<file path="config.mk">
export PLATFORM = sky130hd
export DESIGN_NAME = blit_addr_walker
export DESIGN_NICKNAME = d
export VERILOG_FILES = /design/src/rtl/blit_walk_pkg.sv /design/src/rtl/blit_rect_ctrl.sv /design/src/rtl/blit_tile_walker.sv /design/src/rtl/blit_dest_walker.sv /design/src/rtl/blit_addr_walker.sv
export SDC_FILE = /design/constraint.sdc
export NUM_CORES = 1
export LEC_CHECK = 0
export BUFFER_PORTS_ARGS = -buffer_cell sky130_fd_sc_hd__buf_2
export CORE_MARGIN = 1
export CORE_UTILIZATION = 40
export DETAILED_ROUTE_END_ITERATION = 8
export GPL_TIMING_DRIVEN = 0
export PLACE_DENSITY_LB_ADDON = 0.1
export SYNTH_ARGS = -nofsm -noshare
export SYNTH_HDL_FRONTEND = slang
export SYNTH_HIERARCHICAL = 1
export SYNTH_SLANG_ARGS = --single-unit
</file>
<file path="constraint.sdc">
create_clock -name clk_i -period 5.75 [get_ports clk_i]
set_clock_uncertainty 0.15 [all_clocks]
set_input_delay 1.15 -clock clk_i [delete_from_list [all_inputs] [get_ports clk_i]]
set_output_delay 1.15 -clock clk_i [all_outputs]
set_load 0.1 [all_outputs]
</file>
<file path="src/rtl/blit_walk_pkg.sv">
package blit_walk_pkg;

  typedef struct packed {
    logic       x_open;    // no X wrap
    logic [2:0] x_log;     // log2 of X tile width
    logic       y_open;    // no Y wrap
    logic [1:0] y_log;     // log2 of Y tile height
    logic       no_align;  // skip tile alignment at start
  } wrap_cfg_t;

  function automatic wrap_cfg_t decode_wrap(input logic [2:0] x_code,
                                            input logic [2:0] y_code,
                                            input logic       skip_align);
    wrap_cfg_t c;
    c.x_open   = (x_code == 3'd7);
    c.x_log    = (x_code < 3'd2 || x_code == 3'd7) ? 3'd0 : x_code;
    c.y_open   = y_code[2];
    c.y_log    = y_code[1:0];
    c.no_align = skip_align;
    return c;
  endfunction

endpackage

</file>
<file path="src/rtl/blit_rect_ctrl.sv">
module blit_rect_ctrl #(
  parameter int CNT_W = 16
) (
  input  logic             clk_i,
  input  logic             rst_ni,
  input  logic             start_i,
  input  logic             enable_i,
  input  logic [CNT_W-1:0] count_x_i,
  input  logic [CNT_W-1:0] count_y_i,
  output logic             step_o,
  output logic             row_end_o,
  output logic             busy_o,
  output logic             done_o
);

  logic [CNT_W-1:0] pos_x_q, pos_y_q, lim_x_q, lim_y_q;
  logic             busy_q, done_q;
  logic             last_step;

  assign step_o    = busy_q & enable_i & ~start_i;
  assign row_end_o = (pos_x_q == lim_x_q);
  assign last_step = row_end_o & (pos_y_q == lim_y_q);
  assign busy_o    = busy_q;
  assign done_o    = done_q;

  always_ff @(posedge clk_i or negedge rst_ni) begin
    if (!rst_ni) begin
      pos_x_q <= '0;
      pos_y_q <= '0;
      lim_x_q <= '0;
      lim_y_q <= '0;
      busy_q  <= 1'b0;
      done_q  <= 1'b0;
    end else if (start_i) begin
      pos_x_q <= '0;
      pos_y_q <= '0;
      lim_x_q <= count_x_i;
      lim_y_q <= count_y_i;
      busy_q  <= 1'b1;
      done_q  <= 1'b0;
    end else begin
      done_q <= 1'b0;
      if (step_o) begin
        if (row_end_o) begin
          pos_x_q <= '0;
          if (last_step) begin
            busy_q <= 1'b0;
            done_q <= 1'b1;
          end else begin
            pos_y_q <= pos_y_q + 1'b1;
          end
        end else begin
          pos_x_q <= pos_x_q + 1'b1;
        end
      end
    end
  end

endmodule

</file>
<file path="src/rtl/blit_tile_walker.sv">
module blit_tile_walker
  import blit_walk_pkg::*;
#(
  parameter int ADDR_W = 21,
  parameter int OFF_W  = 16,
  parameter bit ALIGN  = 1'b0
) (
  input  logic              clk_i,
  input  logic              rst_ni,
  input  logic              load_i,
  input  logic              step_i,
  input  logic              row_end_i,
  input  logic              x_dec_i,
  input  logic              y_dec_i,
  input  logic [ADDR_W-1:0] base_i,
  input  logic [OFF_W-1:0]  off_i,
  input  logic [7:0]        wrap_i,
  output logic [ADDR_W-1:0] addr_o
);

  wrap_cfg_t         cfg_d;
  logic [ADDR_W-1:0] xmask_d, x0_d, home_d, stride_d;
  logic [2:0]        y0_d, ymax_d;
  logic              unused_wrap;

  logic [ADDR_W-1:0] base_q, home_q, x_q, x0_q, xmask_q, stride_q;
  logic [2:0]        y_q, ymax_q;
  logic              y_open_q;
  logic              tile_row_wrap;

  assign cfg_d       = decode_wrap(wrap_i[2:0], wrap_i[6:4], wrap_i[7]);
  assign unused_wrap = wrap_i[3];
  assign xmask_d     = cfg_d.x_open ? '1 : ((ADDR_W'(1) << cfg_d.x_log) - ADDR_W'(1));
  assign ymax_d      = 3'((4'd1 << cfg_d.y_log) - 4'd1);
  assign stride_d    = ADDR_W'(off_i) + ADDR_W'(1);

  generate
    if (ALIGN) begin : g_align
      logic [ADDR_W-1:0] b1;
      logic [3:0]        tile_log;
      assign b1       = base_i & ~xmask_d;
      assign tile_log = {1'b0, cfg_d.x_log} + {2'b00, cfg_d.y_log};
      assign x0_d     = base_i & xmask_d;
      always_comb begin
        if (!cfg_d.no_align && !cfg_d.x_open && !cfg_d.y_open) begin
          y0_d   = 3'(b1 >> cfg_d.x_log) & ymax_d;
          home_d = b1 & ~((ADDR_W'(1) << tile_log) - ADDR_W'(1));
        end else begin
          y0_d   = 3'd0;
          home_d = b1;
        end
      end
    end else begin : g_plain
      logic unused_cfg;
      assign unused_cfg = cfg_d.no_align;
      assign x0_d       = '0;
      assign y0_d       = 3'd0;
      assign home_d     = base_i;
    end
  endgenerate

  assign tile_row_wrap = !y_open_q && (y_q == ymax_q);

  always_ff @(posedge clk_i or negedge rst_ni) begin
    if (!rst_ni) begin
      base_q   <= '0;
      home_q   <= '0;
      x_q      <= '0;
      x0_q     <= '0;
      xmask_q  <= '0;
      stride_q <= '0;
      y_q      <= 3'd0;
      ymax_q   <= 3'd0;
      y_open_q <= 1'b1;
    end else if (load_i) begin
      base_q   <= home_d;
      home_q   <= home_d;
      x_q      <= x0_d;
      x0_q     <= x0_d;
      xmask_q  <= xmask_d;
      stride_q <= stride_d;
      y_q      <= y0_d;
      ymax_q   <= ymax_d;
      y_open_q <= cfg_d.y_open;
    end else if (step_i) begin
      if (row_end_i) begin
        x_q <= x0_q;
        if (tile_row_wrap) begin
          base_q <= home_q;
          y_q    <= 3'd0;
        end else begin
          base_q <= y_dec_i ? (base_q - stride_q) : (base_q + stride_q);
          y_q    <= y_q + 3'd1;
        end
      end else begin
        x_q <= (x_q + ADDR_W'(1)) & xmask_q;
      end
    end
  end

  assign addr_o = x_dec_i ? (base_q - x_q) : (base_q + x_q);

endmodule

</file>
<file path="src/rtl/blit_dest_walker.sv">
module blit_dest_walker #(
  parameter int ADDR_W = 21,
  parameter int OFF_W  = 16
) (
  input  logic              clk_i,
  input  logic              rst_ni,
  input  logic              load_i,
  input  logic              step_i,
  input  logic              row_end_i,
  input  logic              x_dec_i,
  input  logic              y_dec_i,
  input  logic [ADDR_W-1:0] base_i,
  input  logic [OFF_W-1:0]  off_i,
  output logic [ADDR_W-1:0] addr_o
);

  logic [ADDR_W-1:0] cur_q, row_q, stride_q, next_row;

  assign next_row = y_dec_i ? (row_q - stride_q) : (row_q + stride_q);

  always_ff @(posedge clk_i or negedge rst_ni) begin
    if (!rst_ni) begin
      cur_q    <= '0;
      row_q    <= '0;
      stride_q <= '0;
    end else if (load_i) begin
      cur_q    <= base_i;
      row_q    <= base_i;
      stride_q <= ADDR_W'(off_i) + ADDR_W'(1);
    end else if (step_i) begin
      if (row_end_i) begin
        cur_q <= next_row;
        row_q <= next_row;
      end else begin
        cur_q <= x_dec_i ? (cur_q - ADDR_W'(1)) : (cur_q + ADDR_W'(1));
      end
    end
  end

  assign addr_o = cur_q;

endmodule

</file>
<file path="src/rtl/blit_addr_walker.sv">
module blit_addr_walker #(
  parameter int ADDR_W = 21,
  parameter int OFF_W  = 16,
  parameter int CNT_W  = 16
) (
  input  logic              clk_i,
  input  logic              rst_ni,
  input  logic              start_i,
  input  logic              enable_i,
  input  logic [1:0]        dir_i,
  input  logic [ADDR_W-1:0] pat_base_i,
  input  logic [ADDR_W-1:0] src_base_i,
  input  logic [ADDR_W-1:0] dst_base_i,
  input  logic [OFF_W-1:0]  pat_off_i,
  input  logic [OFF_W-1:0]  src_off_i,
  input  logic [OFF_W-1:0]  dst_off_i,
  input  logic [7:0]        pat_wrap_i,
  input  logic [7:0]        src_wrap_i,
  input  logic [CNT_W-1:0]  count_x_i,
  input  logic [CNT_W-1:0]  count_y_i,
  output logic [ADDR_W-1:0] pat_addr_o,
  output logic [ADDR_W-1:0] src_addr_o,
  output logic [ADDR_W-1:0] dst_addr_o,
  output logic              busy_o,
  output logic              done_o
);

  localparam int NUM_TILE = 2;  // 0: pattern, 1: source

  logic [1:0]        dir_q;
  logic              step, row_end;
  logic [ADDR_W-1:0] tile_base [NUM_TILE];
  logic [OFF_W-1:0]  tile_off  [NUM_TILE];
  logic [7:0]        tile_wrap [NUM_TILE];
  logic [ADDR_W-1:0] tile_addr [NUM_TILE];

  always_ff @(posedge clk_i or negedge rst_ni) begin
    if (!rst_ni)      dir_q <= 2'b00;
    else if (start_i) dir_q <= dir_i;
  end

  blit_rect_ctrl #(.CNT_W(CNT_W)) u_ctrl (
    .clk_i     (clk_i),
    .rst_ni    (rst_ni),
    .start_i   (start_i),
    .enable_i  (enable_i),
    .count_x_i (count_x_i),
    .count_y_i (count_y_i),
    .step_o    (step),
    .row_end_o (row_end),
    .busy_o    (busy_o),
    .done_o    (done_o)
  );

  assign tile_base[0] = pat_base_i;
  assign tile_base[1] = src_base_i;
  assign tile_off[0]  = pat_off_i;
  assign tile_off[1]  = src_off_i;
  assign tile_wrap[0] = pat_wrap_i;
  assign tile_wrap[1] = src_wrap_i;

  for (genvar g = 0; g < NUM_TILE; g++) begin : g_tile
    blit_tile_walker #(
      .ADDR_W (ADDR_W),
      .OFF_W  (OFF_W),
      .ALIGN  ((g == 0) ? 1'b1 : 1'b0)
    ) u_walk (
      .clk_i     (clk_i),
      .rst_ni    (rst_ni),
      .load_i    (start_i),
      .step_i    (step),
      .row_end_i (row_end),
      .x_dec_i   (dir_q[0]),
      .y_dec_i   (dir_q[1]),
      .base_i    (tile_base[g]),
      .off_i     (tile_off[g]),
      .wrap_i    (tile_wrap[g]),
      .addr_o    (tile_addr[g])
    );
  end

  blit_dest_walker #(.ADDR_W(ADDR_W), .OFF_W(OFF_W)) u_dest (
    .clk_i     (clk_i),
    .rst_ni    (rst_ni),
    .load_i    (start_i),
    .step_i    (step),
    .row_end_i (row_end),
    .x_dec_i   (dir_q[0]),
    .y_dec_i   (dir_q[1]),
    .base_i    (dst_base_i),
    .off_i     (dst_off_i),
    .addr_o    (dst_addr_o)
  );

  assign pat_addr_o = tile_addr[0];
  assign src_addr_o = tile_addr[1];

endmodule

</file>
==> results of run 1 <==
-- cell type report --
type                            instances  area (um2)
Antenna cell                            9        22.5
Buffer                                159         664
Clock buffer                           69        1350
Clock inverter                          9         104
Fill cell                            6203       32700
Inverter                              115         432
Multi-Input combinational cell       2395       15800
Sequential cell                       336        8420
Tap cell                              837        1050
Timing Repair Buffer                  244        1390
-- per-stage QoR --
stage	TNS [ps]	power (W)	setup slack, ps	hold slack [ps]
2_1_floorplan	0	0.00839	10.8	290
3_3_place_gp	-1130050	0.00970	-3440	308
3_5_place_dp	-3320	0.00978	-581	312
4_1_cts	0	0.0127	13.4	326
5_1_grt	-96.8	0.0134	-70.7	338
6_report	0	0.0127	170	325
-- cell usage after synthesis, types with 23 or more instances --
master,instances
xnor2_1,200
o211ai_1,40
a31oi_1,40
a211oi_1,23
mux2i_1,28
nand2b_1,28
dfrtp_1,334
nor3_1,61
nand3_1,86
xor2_1,84
o21ai_0,219
mux2_2,61
nand2_1,266
o21a_1,36
nor4_1,23
a21oi_1,286
a21o_1,48
inv_1,114
nand4_1,45
nor2_1,329
ha_1,141
and3_1,28
clkbuf_1,118
-- logic make-up (layout without fill, tap and decap cells) --
group	count (synthesis)	in the layout
compound gates	871	871
xor+xnor	286	286
fa+ha+maj	148	148
buf+inv	278	596
flops	336	336
mux	90	90
other cells	0	9
simple gates	1000	1000
-- path summary, 6_finish.rpt --
kind	from	end
setup / recovery	g_tile[0].u_walk/x_q[6]	pat_addr_o[19]
hold / removal	g_tile[0].u_walk/home_q[5]	g_tile[0].u_walk/home_q[5]
setup reg to reg	u_dest/stride_q[5]	u_dest/addr_o[16]
hold reg to reg	g_tile[0].u_walk/home_q[5]	g_tile[0].u_walk/home_q[5]
max in group asynchronous	rst_ni	dir_q[0]
min in group asynchronous	rst_ni	u_ctrl/lim_x_q[6]
-- worst register-to-register path: cells and delay by family, from the launching register on --
family / cells / cell delay, ps
fa+ha+maj: 1 / 320
compound gates: 6 / 1390
flops: 1 / 430
xor+xnor: 2 / 440
simple gates: 5 / 1740
-- state kept, by name, summed over array words and instances, names as in the netlist --
signal                  cells
u_dest/row_q               21
u_ctrl/busy_o               1
g_tile.u_walk/ymax_q        6
u_dest/addr_o              21
g_tile.u_walk/x_q          42
g_tile.u_walk/stride_q     34
u_ctrl/pos_x_q             16
g_tile.u_walk/home_q       42
u_ctrl/done_o               1
u_dest/stride_q            17
g_tile.u_walk/y_open_q      2
u_ctrl/pos_y_q             16
g_tile.u_walk/base_q       42
u_ctrl/lim_y_q             16
g_tile.u_walk/xmask_q      14
g_tile.u_walk/x0_q         21
u_ctrl/lim_x_q             16
dir_q                       2
g_tile.u_walk/y_q           6
-- power by group through the flow --
stage	registers, W	clock network (W)	logic (W)
6_report	0.00298	0.00276	0.00699
5_1_grt	0.00301	0.00293	0.00747
4_1_cts	0.00298	0.00285	0.00686
3_5_place_dp	0.00302	0	0.00676
3_3_place_gp	0.00302	0	0.00668
2_1_floorplan	0.00300	0	0.00539
-- timing repair --
action / CTS / global route
setup buffers: 4 / 13
pin swaps: 3 / 11
resized for setup: 23 / 27
endpoints found under the setup margin: 32 / 9
-- layer usage --
| metal | part of all wire, % | up-vias | routed length [um] |
|---|---|---|---|
| met2 | 47 | 696 | 39000 |
| met1 | 44 | 11500 | 36400 |
| li1 | - | 11300 | - |
| met5 | 0.039 | - | 32 |
| met3 | 5.9 | 124 | 4840 |
| met4 | 2.9 | 6 | 2410 |
==> results.py, run 1 <==
metrics = {
    "setup_path": {
        "cpPeakStageDelay_ps": 480,
        "path_class": "reg2out",
        "critical_path.slowest_cell": "dfrtp_2",
        "reg2reg_depth": 14,
        "start_kind": "flop",
        "cp.buffers_inverters": 1,
        "cp.arrival_ps": 4280,
        "r2r_slack_ps": 1140,
        "critical_path.top_delay_family": "simple AND/OR/NAND/NOR gates",
        "worst_ep_required_time_ps": 4450,
        "cp.depth": 17,
        "crit_chain": "nor4_4 -> nand2b_1 -> nor3b_4 -> nand2_1 -> nor2_1 -> nor2_1 -> xnor2_1 -> ha_1 -> and3_4 -> a31o_4 -> a21oi_2 -> o21a_1 -> nor2b_2 -> a31o_4 -> nor4_4 -> a311o_1 -> buf_12",
        "endpoint_kind": "output port",
        "worst-path-max-fanout": 7,
    },
    "sta": {
        "fmax_mhz": 179,
        "slew_viol_final": 0,
        "finalSetupViolCount": 0,
        "rsz0062_at_grt": "yes",
        "hold_violations": 0,
        "fin_crit_ps": 5580,
        "worst_slew_pin_slew_ps": 1270,
        "finalCritPeriodShare_pct": 97.0,
        "relSlewSlack_pct": 14.9,
    },
    "floorplan": {
        "dieHeight_um": 253,
        "core_area_um2": 61900,
        "rows": 91,
        "initial_core_util_pct": 40.6,
        "die_area_um2": 63900,
        "die_w_um": 253,
        "pin_count": 230,
    },
    "yosys": {
        "synth-edff-count": 0,
        "syn_inst": 3009,
        "synth_top_cell_by_area": "dfrtp_1",
        "yosys_warnings": 6,
        "synth_area_leaders": "dfrtp_1, ha_1, xnor2_1",
        "synth_cell_type_count": 111,
        "synth_mux_area_share_pct": 3.90,
        "synth_ff_type": "dfrtp_1",
        "synthArstFlopShare_pct": 100,
        "synth_area_um2": 25200,
        "yosys.area_share.adder_pct": 7.57,
        "syn_nets": 3322,
        "synth-xor-area-share_pct": 10.1,
        "synth_seq_area_share_pct": 33.4,
        "synth_top_family_by_area": "compound AO/OA/AOI/OAI gates",
        "avgSynthCellArea_um2": 8.36,
        "synth_top_area_share_pct": 33.2,
        "synth-seq-cells": 336,
        "synthSimpleGateAreaFrac_pct": 19.1,
        "synth-compound-area-share_pct": 21.6,
    },
    "finish": {
        "area.growth.synth_to_final_pct": 16.2,
        "post-route-util_pct": 47.2,
        "drive_above_1_share_pct": 14.6,
        "layout.cells.non_filler": 4173,
        "final_cell_mix": "nor2_1, dfrtp_1, a21oi_1, nand2_1, buf_2",
        "final_cell_area_um2": 29200,
        "final_common_cell": "nor2_1",
        "final_nets": 3607,
    },
    "global_route": {
        "met1_usage_pct": 33.9,
        "gr-max-usage-layer": "met2",
        "grt_max_degree": 94,
        "grtUsageTotal_pct": 25.2,
        "met3_usage_pct": 3.52,
        "grt-ovfl-total": 0,
        "grt_pass1_vias": 22600,
        "antenna_found_initial": 11,
        "use_met2_pct": 41.1,
        "grt_pass1_wl_um": 126000,
    },
    "clock_network": {
        "ctsHoldBuffers": 0,
        "clk_latency_ps": 570,
        "cts_max_level": 2,
        "cts_max_path_buffers": 3,
        "cts_sinks": 336,
        "cts_tree": "yes",
        "clockRootBuffer": "clkbuf_16",
        "cts.clk_slew.worst_paths_ps": 60,
        "cts_buffers": 43,
    },
    "routing": {
        "wl_per_cell_um": 19.8,
        "dr.first_iter.drc_count": 1882,
        "post-route-drc-count": 0,
        "routed_wl_um": 82600,
        "ant_nets": 0,
        "drt-pass1-iter-count": 6,
        "viasPerCell": 5.66,
        "vias": 23600,
    },
    "pwr": {
        "intPower_w": 0.00641,
        "share_seq_of_total_power_pct": 23.4,
        "p_per_area_nw_per_um2": 436,
        "clockPowerShare_pct": 21.7,
        "p_leak_nw": 12.3,
        "max-vdd-ir-drop_mv": 0.883,
        "p_sw_w": 0.00632,
        "p_comb_share_pct": 54.9,
        "switching_share_pct": 49.7,
    },
    "job": {
        "cap_violations": 0,
    },
    "placed_design": {
        "dpl.cell_count": 4073,
        "place_area_um2": 27400,
        "portBuffers": 224,
        "hpwl_um": 63300,
        "gp_congestion": 0.916,
    },
    "outcome": {
        "status": "completed",
    },
    "min_path": {
        "hold_depth": 2,
        "hold_class": "reg2reg",
    },
}
(Power assumes the default switching activity.)
==> run 2: changes to the inputs <==
- ABC_AREA: not set -> 1
==> run 2 against run 1 <==
Final cell count up 30%. Via count up 18%. Sequential power up 3%. Die area up 11%. Synthesized cell count up 38%. Largest cell class unchanged.
==> results.py, run 2 <==
metrics = {
    "clock_network": {
        "cts.clk_slew.worst_paths_ps": 60,
        "clk_latency_ps": 610,
        "cts_tree": "yes",
        "cts_max_level": 2,
        "cts_max_path_buffers": 3,
        "cts_sinks": 336,
        "clockRootBuffer": "clkbuf_16",
        "cts_buffers": 45,
        "ctsHoldBuffers": 0,
    },
    "finish": {
        "fillCellCount": 7248,
        "final_nets": 4758,
        "drive_above_1_share_pct": 11.7,
        "final_cell_mix": "nand2_1, inv_1, nor2_1, dfrtp_1, nand3_1",
        "layout.cells.non_filler": 5415,
        "area.growth.synth_to_final_pct": 15.3,
        "reg_top3": "g_tile.u_walk/base_q x42, g_tile.u_walk/home_q x42, g_tile.u_walk/x_q x42",
        "final_common_cell": "nand2_1",
        "post-route-util_pct": 46.7,
    },
    "global_route": {
        "grt_pass1_wl_um": 148000,
        "grtUsageTotal_pct": 26.5,
        "grt_max_degree": 111,
        "antenna_found_initial": 5,
        "grt_pass1_vias": 26200,
        "grt-ovfl-total": 0,
    },
    "yosys": {
        "avgSynthCellArea_um2": 6.68,
        "synth_area_um2": 27800,
        "synth_seq_area_share_pct": 30.2,
        "synth_top_area_share_pct": 30.0,
        "synth_area_leaders": "dfrtp_1, nand2_1, inv_1",
        "yosys_warnings": 6,
        "syn_nets": 4478,
        "syn_inst": 4165,
        "synth-edff-count": 0,
        "synth_ff_type": "dfrtp_1",
        "synth_commonest_cells": "nand2_1, inv_1, nor2_1",
        "synth_most_common_cell": "nand2_1",
        "synth_top_cell_by_area": "dfrtp_1",
        "synth_cell_type_count": 67,
        "synth-seq-cells": 336,
        "synthArstFlopShare_pct": 100,
    },
    "floorplan": {
        "die_area_um2": 70600,
        "pin_count": 230,
        "rows": 96,
        "die_w_um": 266,
        "dieHeight_um": 266,
        "initial_core_util_pct": 40.5,
        "core_area_um2": 68700,
    },
    "pwr": {
        "total_power_w": 0.0156,
        "p_per_area_nw_per_um2": 487,
        "p_leak_nw": 16.3,
        "max-vdd-ir-drop_mv": 1.68,
    },
    "sta": {
        "rsz0062_at_grt": "yes",
        "relSlewSlack_pct": 30.0,
        "fmax_mhz": 182,
        "hold_violations": 0,
        "slew_viol_final": 0,
        "holdWs_ps": 323,
        "fin_crit_ps": 5480,
        "finalCritPeriodShare_pct": 95.3,
        "finalSetupViolCount": 0,
        "worst_slew_pin_slew_ps": 1050,
    },
    "outcome": {
        "status": "completed",
    },
    "placed_design": {
        "dpl.cell_count": 5325,
        "hpwl_um": 74000,
        "gp_congestion": 0.955,
        "portBuffers": 226,
    },
    "min_path": {
        "hold_class": "reg2reg",
        "hold_depth": 2,
    },
    "job": {
        "cap_violations": 0,
    },
    "routing": {
        "viasPerCell": 5.16,
        "dr.first_iter.drc_count": 2209,
        "wl_per_cell_um": 17.5,
        "post-route-drc-count": 0,
        "routed_wl_um": 94600,
        "ant_nets": 0,
        "drt-pass1-iter-count": 6,
        "vias": 28000,
    },
    "setup_path": {
        "r2r_slack_ps": 1870,
        "cp.arrival_ps": 4180,
        "crit_chain": "inv_1 -> ha_1 -> nand2_1 -> nor2_4 -> nand4_1 -> nor3_2 -> nand2_1 -> o21ai_2 -> o21ai_0 -> xor2_1 -> inv_1 -> ha_4 -> inv_2 -> nor3_2 -> nand2_1 -> inv_1 -> nand4_1 -> o211ai_1 -> xor2_2 -> buf_12",
        "worst_ep_required_time_ps": 4450,
        "worst-path-max-fanout": 5,
        "cpPeakStageDelay_ps": 440,
        "critical_path.slowest_cell": "dfrtp_2",
        "endpoint_kind": "output port",
        "path_class": "reg2out",
        "start_kind": "flop",
        "reg2reg_depth": 16,
    },
}
-- run 2: cell types whose count changed in the layout (fill, tap and decap cells not counted), sizes merged, moves of 29 or more --
cell | before | now
a21o | 49 | 8
clkbuf | 185 | 130
inv | 115 | 555
mux2 | 61 | 1
mux2i | 29 | 0
nand2 | 268 | 1155
nand3 | 87 | 330
nor2 | 330 | 454
o21a | 36 | 2
o21ai | 227 | 310
xnor2 | 202 | 39
xor2 | 84 | 145
-- run 2: kinds of logic after synthesis --
family | share of synthesized area, %
buffers and inverters | 9.38
AND/OR/NAND/NOR | 33.6
multiplexers | 0.0405
XOR/XNOR | 5.79
flip-flops | 30.2
adder cells (fa/ha/maj) | 6.85
AO/OA/AOI/OAI | 14.1
-- run 2: where the power goes --
| group | leakage, nW | total [W] | internal, W | switching [W] |
|---|---|---|---|---|
| combinational | 11.3 | 0.00929 | 0.00232 | 0.00697 |
| sequential | 4.17 | 0.00308 | 0.00268 | 0.000404 |
| clock | 0.834 | 0.00325 | 0.00206 | 0.00119 |
-- run 2: per-stage QoR --
step / cell area [um2] / setup TNS, ps / setup slack [ps]
global route: 32100 / -10.6 / -10.6
CTS: 32000 / 0 / 39.7
global placement: 30100 / -1296450 / -3940
floorplan: 27800 / 0 / 209
detailed placement: 30200 / -150 / -125
finish: 32100 / 0 / 270
-- run 2: critical path, delay by kind of cell, from the launching register on --
kind	cells	cell delay, ps
AND/OR/NAND/NOR	8	1110
XOR/XNOR	2	560
buffers and inverters	5	550
AO/OA/AOI/OAI	3	450
adder cells (fa/ha/maj)	2	450
flip-flops	1	440
-- run 2: worst paths after layout --
kind                                       startpoint                         end
max                           g_tile[0].u_walk/x_q[0]              pat_addr_o[19]
min                        g_tile[1].u_walk/home_q[0]  g_tile[1].u_walk/home_q[0]
max reg2reg                                  dir_q[1]  g_tile[0].u_walk/base_q[8]
min reg2reg                g_tile[1].u_walk/home_q[0]  g_tile[1].u_walk/home_q[0]
max in group asynchronous                      rst_ni     g_tile[0].u_walk/y_q[2]
min in group asynchronous                      rst_ni    g_tile[1].u_walk/x_q[20]
-- run 2: cell type report --
cell class                      instances  area [um2]  area share (%)
Buffer                                106         512            1.60
Multi-Input combinational cell       3164       16900            52.6
Antenna cell                            2        5.00          0.0156
Sequential cell                       336        8420            26.2
Tap cell                              931        1160            3.63
Inverter                              559        2110            6.56
Clock buffer                           62        1320            4.12
Clock inverter                         22         397            1.24
Timing Repair Buffer                  233        1300            4.05
-- run 2: layer usage --
layer / share of wire (%) / global-route usage, % / up-vias
met5: 0.018 / 0 / -
met4: 2.3 / 6.91 / 2
li1: - / - / 14100
met1: 47 / 37.3 / 13000
met2: 46 / 43.3 / 694
met3: 5.0 / 2.57 / 117
-- run 2: timing repair --
action,4_1_cts,5_1_grt
pin swaps,1,6
resized for setup,17,18
setup endpoints to repair,30,16
buffers inserted,0,4
hold endpoints to repair,0,0
